--- config.mk ---
export PLATFORM = sky130hd
export DESIGN_NAME = memarea_ctrl
export DESIGN_NICKNAME = d
export VERILOG_FILES = /design/src/rtl/mac_pkg.sv /design/src/rtl/mac_decode.sv /design/src/rtl/mac_lanes.sv /design/src/rtl/memarea_ctrl.sv
export SDC_FILE = /design/constraint.sdc
export NUM_CORES = 1
export LEC_CHECK = 0
export CAP_MARGIN = 20
export CORE_ASPECT_RATIO = 1.4
export CORE_MARGIN = 3
export CORE_UTILIZATION = 45
export CTS_CLUSTER_DIAMETER = 100
export DETAILED_ROUTE_END_ITERATION = 10
export GPL_TIMING_DRIVEN = 1
export HOLD_SLACK_MARGIN = 0.12
export PLACE_DENSITY = 0.78
export SLEW_MARGIN = 20
export SYNTH_ARGS = -nofsm -noshare
export SYNTH_HDL_FRONTEND = slang
export SYNTH_SLANG_ARGS = --single-unit
--- constraint.sdc ---
create_clock -name clk -period 3.8 [get_ports clk]
set_clock_uncertainty 0.05 [all_clocks]
set_input_delay 0.57 -clock clk [delete_from_list [all_inputs] [get_ports clk]]
set_output_delay 0.57 -clock clk [all_outputs]
set_load 0.02 [all_outputs]
--- src/rtl/mac_pkg.sv ---
package mac_pkg;

    typedef enum logic [1:0] {
        ST_IDLE = 2'd0,
        ST_ACC  = 2'd1,
        ST_STOP = 2'd2
    } mac_st_e;

    localparam logic [1:0] SZ_BYTE = 2'd0;
    localparam logic [1:0] SZ_HALF = 2'd1;
    localparam logic [1:0] SZ_WORD = 2'd2;

    localparam logic [1:0] WC_8  = 2'd0;
    localparam logic [1:0] WC_16 = 2'd1;
    localparam logic [1:0] WC_32 = 2'd2;

    // Number of device cycles one processor access needs.
    function automatic logic [2:0] beats_of(input logic [1:0] sz, input logic [1:0] wc);
        logic [2:0] n;
        n = 3'd1;
        if (wc == WC_8) begin
            if (sz == SZ_WORD)      n = 3'd4;
            else if (sz == SZ_HALF) n = 3'd2;
        end else if (wc == WC_16) begin
            if (sz == SZ_WORD)      n = 3'd2;
        end
        return n;
    endfunction

endpackage

--- src/rtl/mac_decode.sv ---
module mac_decode #(
    parameter int ADDR_W  = 24,
    parameter int AREA_AW = 20,
    parameter int N_AREA  = 4,
    localparam int SEL_W  = $clog2(N_AREA),
    localparam int HI_W   = ADDR_W - AREA_AW
) (
    input  logic [ADDR_W-1:0] addr,
    input  logic [1:0]        size,
    input  logic              swap,
    output logic [SEL_W-1:0]  sel,
    output logic              bad
);
    localparam logic [HI_W-1:0]  N_HI = HI_W'(N_AREA);
    localparam logic [SEL_W-1:0] LAST = SEL_W'(N_AREA - 1);

    logic [HI_W-1:0]  hi;
    logic [SEL_W-1:0] raw;
    logic             misal;

    always_comb begin
        hi    = addr[ADDR_W-1:AREA_AW];
        raw   = hi[SEL_W-1:0];
        misal = (size == 2'd3)
              | ((size == 2'd1) & addr[0])
              | ((size == 2'd2) & (addr[1:0] != 2'b00));
        bad   = (hi >= N_HI) | misal;
        if (swap && raw == '0)        sel = LAST;
        else if (swap && raw == LAST) sel = '0;
        else                          sel = raw;
    end
endmodule

--- src/rtl/mac_lanes.sv ---
module mac_lanes
    import mac_pkg::*;
(
    input  logic [1:0]       wcode,
    input  logic [1:0]       size,
    input  logic [1:0]       cur,
    input  logic [31:0]      wdata,
    output logic [3:0]       be,
    output logic [3:0][1:0]  tgt,
    output logic [31:0]      dwdata
);
    always_comb begin
        be = 4'b0001;
        if (wcode == WC_8) begin
            be = 4'b0001;
        end else if (wcode == WC_16) begin
            be = (size == SZ_BYTE) ? (4'b0001 << cur[0]) : 4'b0011;
        end else begin
            case (size)
                SZ_BYTE: be = 4'b0001 << cur;
                SZ_HALF: be = 4'b0011 << cur;
                default: be = 4'b1111;
            endcase
        end
    end

    for (genvar j = 0; j < 4; j++) begin : g_lane
        always_comb begin
            if (wcode == WC_8)       tgt[j] = cur;
            else if (wcode == WC_16) tgt[j] = {cur[1], j[0]};
            else                     tgt[j] = 2'(j);
            dwdata[8*j +: 8] = be[j] ? wdata[8*tgt[j] +: 8] : 8'h00;
        end
    end
endmodule

--- src/rtl/memarea_ctrl.sv ---
module memarea_ctrl
    import mac_pkg::*;
#(
    parameter int ADDR_W  = 24,
    parameter int AREA_AW = 20,
    parameter int N_AREA  = 4,
    parameter int WS_W    = 4,
    localparam int SEL_W  = $clog2(N_AREA)
) (
    input  logic                     clk,
    input  logic                     rst_n,
    input  logic                     req,
    input  logic [ADDR_W-1:0]        addr,
    input  logic                     wr,
    input  logic [1:0]               size,
    input  logic [31:0]              wdata,
    input  logic                     swap_in,
    input  logic [2*N_AREA-1:0]      cfg_width,
    input  logic [WS_W*N_AREA-1:0]   cfg_wait,
    input  logic [WS_W*N_AREA-1:0]   cfg_stop,
    output logic                     ready,
    output logic                     done,
    output logic                     err,
    output logic [31:0]              rdata,
    output logic [N_AREA-1:0]        cs,
    output logic [AREA_AW-1:0]       dev_addr,
    output logic                     dev_we,
    output logic [3:0]               dev_be,
    output logic [31:0]              dev_wdata,
    input  logic [31:0]              dev_rdata
);
    typedef struct packed {
        mac_st_e            st;
        logic               swap;
        logic [SEL_W-1:0]   sel;
        logic [1:0]         wcode;
        logic [1:0]         size;
        logic               we;
        logic [AREA_AW-1:0] cur;
        logic [2:0]         left;
        logic [WS_W-1:0]    wcnt;
        logic [WS_W-1:0]    scnt;
        logic [31:0]        wdata;
        logic [31:0]        rdata;
        logic               done;
        logic               err;
    } mac_state_t;

    mac_state_t q, d;

    logic [SEL_W-1:0] dec_sel;
    logic             dec_bad;
    logic [1:0]       new_wc;
    logic [3:0]       be;
    logic [3:0][1:0]  tgt;
    logic [31:0]      steer_wd;

    mac_decode #(.ADDR_W(ADDR_W), .AREA_AW(AREA_AW), .N_AREA(N_AREA)) u_dec (
        .addr (addr),
        .size (size),
        .swap (q.swap),
        .sel  (dec_sel),
        .bad  (dec_bad)
    );

    mac_lanes u_lanes (
        .wcode  (q.wcode),
        .size   (q.size),
        .cur    (q.cur[1:0]),
        .wdata  (q.wdata),
        .be     (be),
        .tgt    (tgt),
        .dwdata (steer_wd)
    );

    always_comb begin
        new_wc = cfg_width[dec_sel*2 +: 2];
        if (new_wc == 2'd3) new_wc = WC_32;
    end

    always_comb begin
        d      = q;
        d.done = 1'b0;
        d.err  = 1'b0;
        case (q.st)
            ST_IDLE: begin
                d.swap = swap_in;
                if (req) begin
                    d.rdata = '0;
                    if (dec_bad) begin
                        d.done = 1'b1;
                        d.err  = 1'b1;
                    end else begin
                        d.st    = ST_ACC;
                        d.sel   = dec_sel;
                        d.wcode = new_wc;
                        d.size  = size;
                        d.we    = wr;
                        d.cur   = addr[AREA_AW-1:0];
                        d.left  = beats_of(size, new_wc) - 3'd1;
                        d.wcnt  = cfg_wait[dec_sel*WS_W +: WS_W];
                        d.wdata = wdata;
                    end
                end
            end
            ST_ACC: begin
                if (q.wcnt != '0) begin
                    d.wcnt = q.wcnt - 1'b1;
                end else begin
                    if (!q.we) begin
                        for (int j = 0; j < 4; j++) begin
                            if (be[j]) d.rdata[8*tgt[j] +: 8] = dev_rdata[8*j +: 8];
                        end
                    end
                    if (q.left == 3'd0) begin
                        d.done = 1'b1;
                        d.scnt = cfg_stop[q.sel*WS_W +: WS_W];
                        d.st   = (d.scnt == '0) ? ST_IDLE : ST_STOP;
                    end else begin
                        d.left = q.left - 3'd1;
                        d.cur  = q.cur + (AREA_AW'(1) << q.wcode);
                        d.wcnt = cfg_wait[q.sel*WS_W +: WS_W];
                    end
                end
            end
            ST_STOP: begin
                if (q.scnt <= WS_W'(1)) d.st = ST_IDLE;
                else                    d.scnt = q.scnt - 1'b1;
            end
            default: d.st = ST_IDLE;
        endcase
    end

    always_ff @(posedge clk or negedge rst_n) begin
        if (!rst_n) begin
            q      <= '0;
            q.st   <= ST_IDLE;
        end else begin
            q <= d;
        end
    end

    for (genvar k = 0; k < N_AREA; k++) begin : g_cs
        assign cs[k] = (q.st == ST_ACC) && (q.sel == SEL_W'(k));
    end

    assign ready     = (q.st == ST_IDLE);
    assign done      = q.done;
    assign err       = q.err;
    assign rdata     = q.rdata;
    assign dev_addr  = q.cur;
    assign dev_we    = (q.st == ST_ACC) && q.we;
    assign dev_be    = (q.st == ST_ACC) ? be : 4'b0000;
    assign dev_wdata = steer_wd;
endmodule

* After elaboration in Yosys (flattened, before gate mapping)
Cells that the tools add are included.
** Word-level totals
- Flip-flop bits (word level) :: 107
- Input bits :: 135
- Output and inout port bits :: 96
** Cells by class
- Add/subtract/negate cells :: 9
- Magnitude comparators :: 2
- Equality and inequality tests :: 22
- Shift-type cells :: 20
- Muxes and demuxes :: 69
- Bitwise logic cells :: 6
- Reductions and logical operators :: 25
** Operators with widths (count)
- $mux W32 :: 14
- $neg A5 Y34 :: 4
- $shift A8 B34 Y32 const A :: 4
- $shiftx A8 B34 Y32 :: 4
- $bwmux W32 :: 4
- $shiftx A32 B6 Y8 :: 4
- $mux W27 :: 3
- $pmux W33 S2 :: 1
- $pmux W27 S2 :: 1
- $shiftx A16 B5 Y4 :: 3
- $mux W2 :: 20
- $mux W34 :: 1
- $mux W33 :: 1
- $mux W4 :: 8
- $mux W8 :: 4
- $mux W23 :: 1
- $add A20 B20 Y20 :: 1
- $shl A1 B2 Y20 const A :: 1
- $mux W3 :: 6
- $ne A2 B2 Y1 const B :: 8
- $pmux W4 S2 :: 2
- $eq A2 B2 Y1 const B :: 7
- $eq A2 B1 Y1 const B :: 6
- $logic_not A2 Y1 :: 6
- other kinds (22) :: 39

* Depth between registers and ports, before layout
Gate-level depths: netlist (run 1).
- Word-level depth :: 25
- Mapped depth :: 13
- Mapped depth without buffers :: 12

* Cells and area by module
A second synthesis (run 1) with hierarchy kept.
** Unflattened totals
- Cell total of the unflattened synthesis :: 1049
- Area, all modules :: 8632.0 um^2
** Modules (own cells, without submodules)
- memarea_ctrl :: times used 1, cells each 906, area each 7627.3 um^2, seq. area each 2677.6 um^2
- mac_lanes :: times used 1, cells each 135, area each 958.4 um^2, seq. area each 0.0 um^2
- mac_decode :: times used 1, cells each 8, area each 46.3 um^2, seq. area each 0.0 um^2

* Worst setup path before layout (run 1)
OpenSTA, ideal clock, no wires.
- Path type :: reg2reg
- From :: reg q[101] (netlist bit)
- To :: reg q, in the netlist rdata[21]
- Setup time :: 0.066 ns
- Data arrival time :: 2.960 ns
- Required time :: 3.684 ns
- Setup slack :: 0.723 ns
- Stages on the path, launching flop included :: 13
- Path buffers :: 3
- Period minus slack after synthesis :: 3.077 ns
- Cells stage by stage :: dfrtp_1 > clkbuf_1 > nor2_1 > ha_1 > nand2_1 > nand2_1 > clkbuf_1 > ha_1 > clkbuf_1 > nor3_1 > nand4b_1 > a21boi_0 > a221o_1
** On the way
- Cells in the longest elaborated chain, start to end :: 25
- Elaborated cells on any way between the ends :: 44
** Ends and longest elaborated chain
- start, declared :: RTL line memarea_ctrl.sv:49 : mac_state_t q, d;
- $eq A2 B1 Y1 :: RTL line mac_lanes.sv:16, mac_lanes.sv:30
- $mux W2 :: RTL line mac_lanes.sv:30 : else if (wcode == WC_16) tgt[j] = {cur[1], j[0]};
- $mux W2 :: RTL line mac_lanes.sv:29 : if (wcode == WC_8) tgt[j] = cur;
- $neg A5 Y34 :: RTL line memarea_ctrl.sv:112 : if (be[j]) d.rdata[8*tgt[j] +: 8] = dev_rdata[8*j +: 8];
- $shiftx A8 B34 Y32 or $shift A8 B34 Y32 (tied branches) :: RTL line memarea_ctrl.sv:112
- $bwmux W32 :: RTL line memarea_ctrl.sv:112
- $mux W32 :: RTL line memarea_ctrl.sv:112
- $mux W32 :: RTL line memarea_ctrl.sv:110 : if (!q.we) begin
- (+9 left out)
- $mux W32 :: RTL line memarea_ctrl.sv:110
- $mux W32 :: RTL line memarea_ctrl.sv:107 : if (q.wcnt != '0) begin
- $mux W32 :: RTL line memarea_ctrl.sv:85 : case (q.st)
- $bwmux W32 :: RTL line memarea_ctrl.sv:112
- $mux W32 (*) :: RTL line memarea_ctrl.sv:112
- $mux W32 (*) :: RTL line memarea_ctrl.sv:110
- $mux W33 (*) :: RTL line memarea_ctrl.sv:107
- $pmux W33 S2 (*) :: RTL line memarea_ctrl.sv:85
Mark *: on every way between the ends. The rest lies on a longest branch, timed or not. The select of a mux whose other input is x is not followed.
A chain may end at the register's enable or synchronous reset.

* Worst setup path in the final report (run 1)
- From :: reg q[101] (netlist bit)
- To :: out dev_wdata[8]
** On the way
- Cells in the longest elaborated chain, start to end :: 5
- Elaborated cells on any way between the ends :: 8
** Ends and longest elaborated chain
- $eq A2 B1 Y1 :: RTL line mac_lanes.sv:16, mac_lanes.sv:30
- $mux W2 :: RTL line mac_lanes.sv:30
- $mux W2 :: RTL line mac_lanes.sv:29
- $shiftx A32 B6 Y8 :: RTL line mac_lanes.sv:32 : dwdata[8*j +: 8] = be[j] ? wdata[8*tgt[j] +: 8] : 8'h00;
- $mux W8 (*) :: RTL line mac_lanes.sv:32
- end, declared :: RTL line memarea_ctrl.sv:29 : output logic [31:0] dev_wdata,
Mark *: on every way between the ends. The rest lies on a longest branch, timed or not.

==> results.tsv, run 1 <==
stage	metric	value	unit
critical_path	critPathKind	reg -> out	
synth	ys_seq_elements	107	
clock_network	cts_buffers	9	
min_path	min_path_type	in -> async	
sta	hold_violations	0	
synth	netlist_area	0.00788	sq mm
critical_path	reg2reg_slack	0.65	ns
routing	first_pass_iters	6	
global_routing	grt_overflow	0	
critical_path	r2r_cells	9	
floorplan	io_pins	231	
placement	pre_cts_ws	0.395	ns
clock_network	htreeDepth	3	
placement	dp.cells	1240	
sta	post-route-period-util	95.9	%
synth	postSynth.asyncResetShare	100	%
power_and_ir_drop	total_power	0.00833	W
synth	synth.top_cell.area_share	34.0	%
finish	multi_input_area	0.00455	sq mm
power_and_ir_drop	ir_drop	0.621	mV
sta	finalSetupViolCount	0	
synth	synth_top_area_cell	dfrtp_1	
synth	synth_cells	869	
finish	nets	1184	
placement	port_buffers	230	
critical_path	rr_endpoint	dev_addr[14]$_DFFE_PN0P_	
clock_network	cts_tree	built	
synth	ys_seq_area_share	34.0	%
finish	fin_cells	1257	
critical_path	cp_data_arrival_time	3.03	ns
finish	final_common_cell	clkdlybuf4s50_1	
global_routing	antenna_found_initial	1	
sta	fin_tns_setup	0	ns
routing	drcViolationCount	0	
sta	hold_ws	0.176	ns
sta	layout_min_cycle_time	3.65	ns
critical_path	critPathLaunchType	flip-flop	
sta	slew_violations	0	
routing	antenna_left	0	
routing	vias_per_cell	5.82	
clock_network	holdBufCountCts	0	
finish	fillers	1500	
critical_path	path_max_fanout	21	
synth	synth_fp_nets	1034	
floorplan	num_rows	56	
routing	drt_iter0_markers	626	
synth	ys_types	66	
floorplan	die_w	118	um
finish	register_area	0.00268	sq mm
sta	tightest_slew	0.987	ns
global_routing	grt_max_degree	59	
power_and_ir_drop	p_leak	4.20	nW
sta	max_freq	274	MHz
floorplan	core_area	0.0170	sq mm
global_routing	grt_pass1_wl	37200	um
sta	rsz0062_at_grt	no	
floorplan	die_h	163	um
synth	synthFlopType	dfrtp_1	
synth	synthTopCellsByArea	dfrtp_1 (34%), mux2_2 (7.9%), buf_4 (5.0%)	
global_routing	first_global_vias	7225	
clock_network	cts_buffer_depth	2	
finish	final_cell_mix	clkdlybuf4s50_1 (228), dfrtp_1 (107), nor2_1 (73)	
routing	drt-wirelength-per-cell	18.6	um
global_routing	grt_usage	23.9	%
finish	drive_above_1_share	11.0	%
run	maxCapViolations	0	
routing	vias	7312	
sta	layout_setup_ws	0.154	ns
floorplan	die_area	0.0192	sq mm
clock_network	path_clk_slew	0.07	ns
sta	slew_headroom	34.2	%
critical_path	cp_data_required_time	3.18	ns
clock_network	cts_root_buffer	clkbuf_16	
floorplan	start_util	46.5	%
clock_network	clock-sinks	107	
critical_path	regToRegStartpoint	dev_addr[0]$_DFFE_PN0P_	
synth	ys.warnings.count	0	
placement	gp_congestion	0.890	
synth	postSynthAreaPerCell	9.07	sq um
clock_network	clock_latency	0.35	ns
run_status	status	complete, no violations	
power_and_ir_drop	pwr_density_cell	805	mW/mm^2
critical_path	worstSetupEndpointType	output pin	
finish	area_delta_synth_final	31.3	%
routing	wirelength	23400	um
placement	dp.final_hpwl	17300	um
synth	synth_edf_count	0	
[layer usage]
| layer | vias to the layer above | share of wire, % | GRT usage, % |
|---|---|---|---|
| met1 | 3483 | 41 | 29.4 |
| met3 | 61 | 5.9 | 4.20 |
| met5 | - | 0 | 0 |
| met2 | 285 | 49 | 40.1 |
| li1 | 3483 | - | - |
| met4 | 0 | 4.7 | 12.9 |
[cell type report]
type	count	area share, %
antenna	1	0.0242
clock buffer	10	2.21
clock inverter	6	0.677
inverter	20	0.726
multi-input combinational	637	44.0
sequential	107	25.9
tap	232	2.81
timing repair buffer	244	23.7
[critical path, stage by stage (launching register included)]
cell and delay, ns:
dfrtp_1 0.52, or2_2 0.42, nor2_1 0.16, inv_2 0.24, mux2_2 0.32, nor2_1 0.04, a211oi_1 0.27, clkdlybuf4s50_1 0.68
[logic make-up (layout without fill, tap and decap cells)]
kind of cell	Yosys count	after routing	share of synthesized area, %
adder cells (fa/ha/maj)	30	30	4.86
buffers and inverters	125	280	8.62
flip-flops	107	107	34.0
multiplexers	95	95	14.2
AND/OR/NAND/NOR	246	246	15.0
other	0	1	0
XOR/XNOR	4	4	0.445
AO/OA/AOI/OAI	262	262	22.9
[through the flow]
step	area (sq um)	util, %
2_1_floorplan	7880	-
3_3_place_gp	10000	59.2
3_5_place_dp	10000	59.2
4_1_cts	10300	60.9
5_1_grt	10300	61.0
6_report	10300	61.0
[state kept, by name, summed over array words and instances (netlist names)]
name / count
dev_addr: 20
done: 1
err: 1
q: 53
rdata: 32
[Yosys cell counts, drive strengths merged (5+ instances only)]
| cell type | count |
|---|---|
| nor2b | 16 |
| ha | 29 |
| and3 | 6 |
| o31ai | 10 |
| o21ai | 27 |
| nor3 | 12 |
| buf | 60 |
| a21o | 7 |
| nor2 | 76 |
| a21boi | 7 |
| nand3b | 7 |
| a31oi | 15 |
| mux2 | 55 |
| mux4 | 8 |
| a22oi | 9 |
| clkbuf | 45 |
| nand3 | 32 |
| o21a | 5 |
| a211oi | 45 |
| a221o | 24 |
| nand2 | 67 |
| a21oi | 70 |
| o22ai | 9 |
| nand4 | 5 |
| inv | 20 |
| dfrtp | 107 |
| a2bb2oi | 6 |
| and2 | 5 |
| a221oi | 8 |
| mux2i | 32 |
[how the worst max path moves through the flow]
stage,startpoint,end,slack (ns),cells after the start
3_3_place_gp,dev_addr[0]$_DFFE_PN0P_,dev_addr[14]$_DFFE_PN0P_,0.49,9
3_5_place_dp,dev_addr[0]$_DFFE_PN0P_,dev_addr[14]$_DFFE_PN0P_,0.40,9
2_1_floorplan,q[101]$_DFFE_PN0P_,rdata[21]$_DFFE_PN0P_,0.72,12
6_report,q[101]$_DFFE_PN0P_,dev_wdata[8],0.15,7
4_1_cts,q[101]$_DFFE_PN0P_,dev_wdata[0],0.11,5
5_1_grt,q[101]$_DFFE_PN0P_,dev_wdata[8],0.006,7
[power breakdown]
group	total (W)	internal, W	switching [W]
registers	0.00205	0.00155	0.000498
clock network	0.000967	0.000519	0.000448
logic	0.00531	0.00234	0.00297
total	0.00833	0.00441	0.00391
[repair_timing]
item / CTS / global route
setup buffers: 0 / 0
endpoints found under the setup margin: 0 / 9
resized for setup: 0 / 4
hold endpoints to repair: 0 / 0
No activity file was read; power rests on OpenSTA's default activity.
==> inputs of run 2 (changes only) <==
Settings changed: CELL_PAD_IN_SITES_DETAIL_PLACEMENT set to 1, CELL_PAD_IN_SITES_GLOBAL_PLACEMENT set to 2, CORE_UTILIZATION 45 to 29, PLACE_DENSITY 0.78 to 0.84.
==> run 2 against run 1 <==
Critical path depth did not move. Global-route usage fell by 5.0 points. Power rose by 2.6%. Non-clock buffer count rose by 9. Sequential cell count did not move. Largest cell class unchanged. First-iteration DRC count fell by 42%. Worst setup slack improved by 0.028 ns. Sequential power rose by 2%.
==> results.tsv, run 2 (synthesis gave the netlist of run 1 again) <==
stage	metric	value	unit	change
global_routing	grt_pass1_wl	44900	um	was 37200 um
clock_network	cts_buffers	9		unchanged
floorplan	num_rows	70		was 56
global_routing	antenna_found_initial	3		was 1
clock_network	clock-sinks	107		unchanged
floorplan	core_area	0.0265	sq mm	was 0.0170 sq mm
power_and_ir_drop	seqPwrFrac	24.5	%	was 24.6%
global_routing	grt_overflow	0		unchanged
finish	stdcell_area	0.0106	sq mm	was 0.0103 sq mm
routing	first_pass_iters	4		was 6
finish	nets	1193		was 1184
critical_path	cp_top_family	buffers and inverters		unchanged
clock_network	cts_tree	built		unchanged
routing	vias	7414		was 7312
routing	drt_iter0_markers	366		was 626
placement	gp_congestion	0.835		was 0.890
power_and_ir_drop	internal_power	0.00441	W	about the same
sta	slew_violations	0		unchanged
run_status	status	complete, no violations		unchanged
critical_path	crit_start	q[101]$_DFFE_PN0P_		unchanged
critical_path	crit_chain	or2_2 > nor2_1 > inv_4 > mux2_2 > nor2_1 > a211oi_1 > clkdlybuf4s50_1		was or2_2 > nor2_1 > inv_2 > mux2_2 > nor2_1 > a211oi_1 > clkdlybuf4s50_1
power_and_ir_drop	p_leak	4.25	nW	was 4.20 nW
sta	finalSetupViolCount	0		unchanged
power_and_ir_drop	ir_drop	0.433	mV	was 0.621 mV
critical_path	cp_slowest_stage_delay	0.66	ns	was 0.68 ns
power_and_ir_drop	combPwrFrac	64.6	%	was 63.7%
routing	vias_per_cell	5.31		was 5.82
global_routing	first_global_vias	7917		was 7225
global_routing	grt_max_degree	106		was 59
floorplan	die_w	145	um	was 118 um
placement	placed_area	0.0103	sq mm	was 0.0100 sq mm
global_routing	grt_usage	19.0	%	was 23.9%
critical_path	cp_num_buf_inv	2		unchanged
routing	antenna_left	0		unchanged
clock_network	cts_root_buffer	clkbuf_16		unchanged
finish	area_delta_synth_final	34.2	%	was 31.3%
finish	drive_above_1_share	11.7	%	was 11.0%
critical_path	rr_endpoint	dev_addr[14]$_DFFE_PN0P_		unchanged
finish	largest_reg_flops	53		unchanged
run	maxCapViolations	0		unchanged
power_and_ir_drop	pwr_density_cell	808	mW/mm^2	was 805 mW/mm^2
routing	drt-wirelength-per-cell	20.1	um	was 18.6 um
power_and_ir_drop	swShare	48.3	%	was 47.0%
placement	dp.final_hpwl	21100	um	was 17300 um
critical_path	critical_path_cell_count	7		unchanged
routing	wirelength	28100	um	was 23400 um
finish	top_register	q		unchanged
critical_path	r2r_cells	10		was 9
floorplan	io_pins	231		unchanged
sta	layout_min_cycle_time	3.62	ns	was 3.65 ns
sta	rsz0062_at_grt	no		unchanged
finish	fillers	3075		was 1500
clock_network	htreeDepth	3		unchanged
sta	max_freq	276	MHz	was 274 MHz
routing	drcViolationCount	0		unchanged
power_and_ir_drop	clock_power_share	10.8	%	was 11.6%
critical_path	reg2reg_slack	0.82	ns	was 0.65 ns
floorplan	start_util	29.8	%	was 46.5%
critical_path	critPathKind	reg -> out		unchanged
critical_path	cp_data_required_time	3.18	ns	about the same
critical_path	regToRegStartpoint	q[101]$_DFFE_PN0P_		was dev_addr[0]$_DFFE_PN0P_
power_and_ir_drop	switchingPower	0.00413	W	was 0.00391 W
min_path	min_path_type	reg -> reg		was in -> async
clock_network	cts_buffer_depth	2		unchanged
sta	slew_headroom	35.0	%	was 34.2%
critical_path	critPathLaunchType	flip-flop		unchanged
finish	final_common_cell	clkdlybuf4s50_1		unchanged
floorplan	die_area	0.0292	sq mm	was 0.0192 sq mm
sta	hold_violations	0		unchanged
finish	final_cell_mix	clkdlybuf4s50_1 (226), dfrtp_1 (107), nor2_1 (73)		was clkdlybuf4s50_1 (228), dfrtp_1 (107), nor2_1 (73)
clock_network	path_clk_slew	0.07	ns	about the same
sta	fin_tns_setup	0	ns	unchanged
critical_path	crit_path_end	dev_wdata[11]		was dev_wdata[8]
sta	post-route-period-util	95.2	%	was 95.9%
critical_path	cp_data_arrival_time	3.00	ns	was 3.03 ns
critical_path	cp_slowest_cell	clkdlybuf4s50_1		unchanged
clock_network	clock_latency	0.35	ns	about the same
critical_path	worstSetupEndpointType	output pin		unchanged
critical_path	path_max_fanout	21		unchanged
critical_path	crit_top_cell	nor2_1		unchanged
placement	port_buffers	230		unchanged
sta	tightest_slew	0.968	ns	was 0.987 ns
floorplan	die_h	201	um	was 163 um
==> run 2: routing by layer <==
metal | up-vias | GRT usage (%) | routed length (um)
li1 | 3495 | - | -
met1 | 3705 | 23.6 | 12000
met3 | 40 | 2.21 | 828
met4 | 0 | 7.81 | 929
met5 | - | 0 | 0
met2 | 174 | 33.3 | 14300
==> run 2: timing repair <==
action	CTS	global route
buffers inserted	0	0
gates resized for setup	0	8
hold endpoints to repair	2	0
hold buffers	1	0
setup endpoints to repair	0	20
==> run 2: layout make-up <==
type	instances	area (sq um)	area share [%]
Multi-Input combinational cell	637	4560	43.1
Sequential cell	107	2680	25.3
Clock buffer	12	246	2.33
Inverter	20	77.6	0.734
Tap cell	360	450	4.26
Timing Repair Buffer	253	2520	23.9
Antenna cell	3	7.51	0.0710
Clock inverter	4	32.5	0.308
==> run 2: power groups by stage <==
| stage | registers, W | clock network, W | logic (W) |
|---|---|---|---|
| 6_report | 0.00209 | 0.000926 | 0.00552 |
| 3_5_place_dp | 0.00211 | 0 | 0.00553 |
| 4_1_cts | 0.00210 | 0.000958 | 0.00557 |
| 2_1_floorplan | 0.00186 | 0 | 0.00367 |
| 5_1_grt | 0.00219 | 0.000999 | 0.00600 |
| 3_3_place_gp | 0.00210 | 0 | 0.00545 |
==> run 2: per-stage QoR <==
step	cells	hold slack, ns	total power (W)	setup WS [ns]	util (%)
2_1_floorplan	869	0.224	0.00552	0.723	-
3_3_place_gp	1375	0.326	0.00756	0.531	38.8
3_5_place_dp	1376	0.325	0.00764	0.447	38.8
4_1_cts	1393	0.470	0.00862	0.00890	39.9
5_1_grt	1396	0.508	0.00919	0.00417	40.0
6_report	1396	0.469	0.00854	0.182	40.0
==> run 2: how the worst min path moves through the flow <==
| stage | startpoint | to | slack, ns | cells past startpoint |
|---|---|---|---|---|
| after floorplan | rst_n | dev_addr[0]$_DFFE_PN0P_ | 0.22 | 0 |
| after global placement | rst_n | rdata[11]$_DFFE_PN0P_ | 0.33 | 1 |
| after detailed placement | rst_n | rdata[11]$_DFFE_PN0P_ | 0.33 | 1 |
| after CTS | q[75]$_DFFE_PN0P_ | q[75]$_DFFE_PN0P_ | 0.47 | 2 |
| after global routing | rst_n | rdata[10]$_DFFE_PN0P_ | 0.51 | 2 |
| final | q[75]$_DFFE_PN0P_ | q[75]$_DFFE_PN0P_ | 0.47 | 2 |
==> run 2: worst min-delay path: stages, from the launching register on <==
cell and delay, ns:
dfrtp_1 0.37, nand2_1 0.05, o21ai_0 0.06
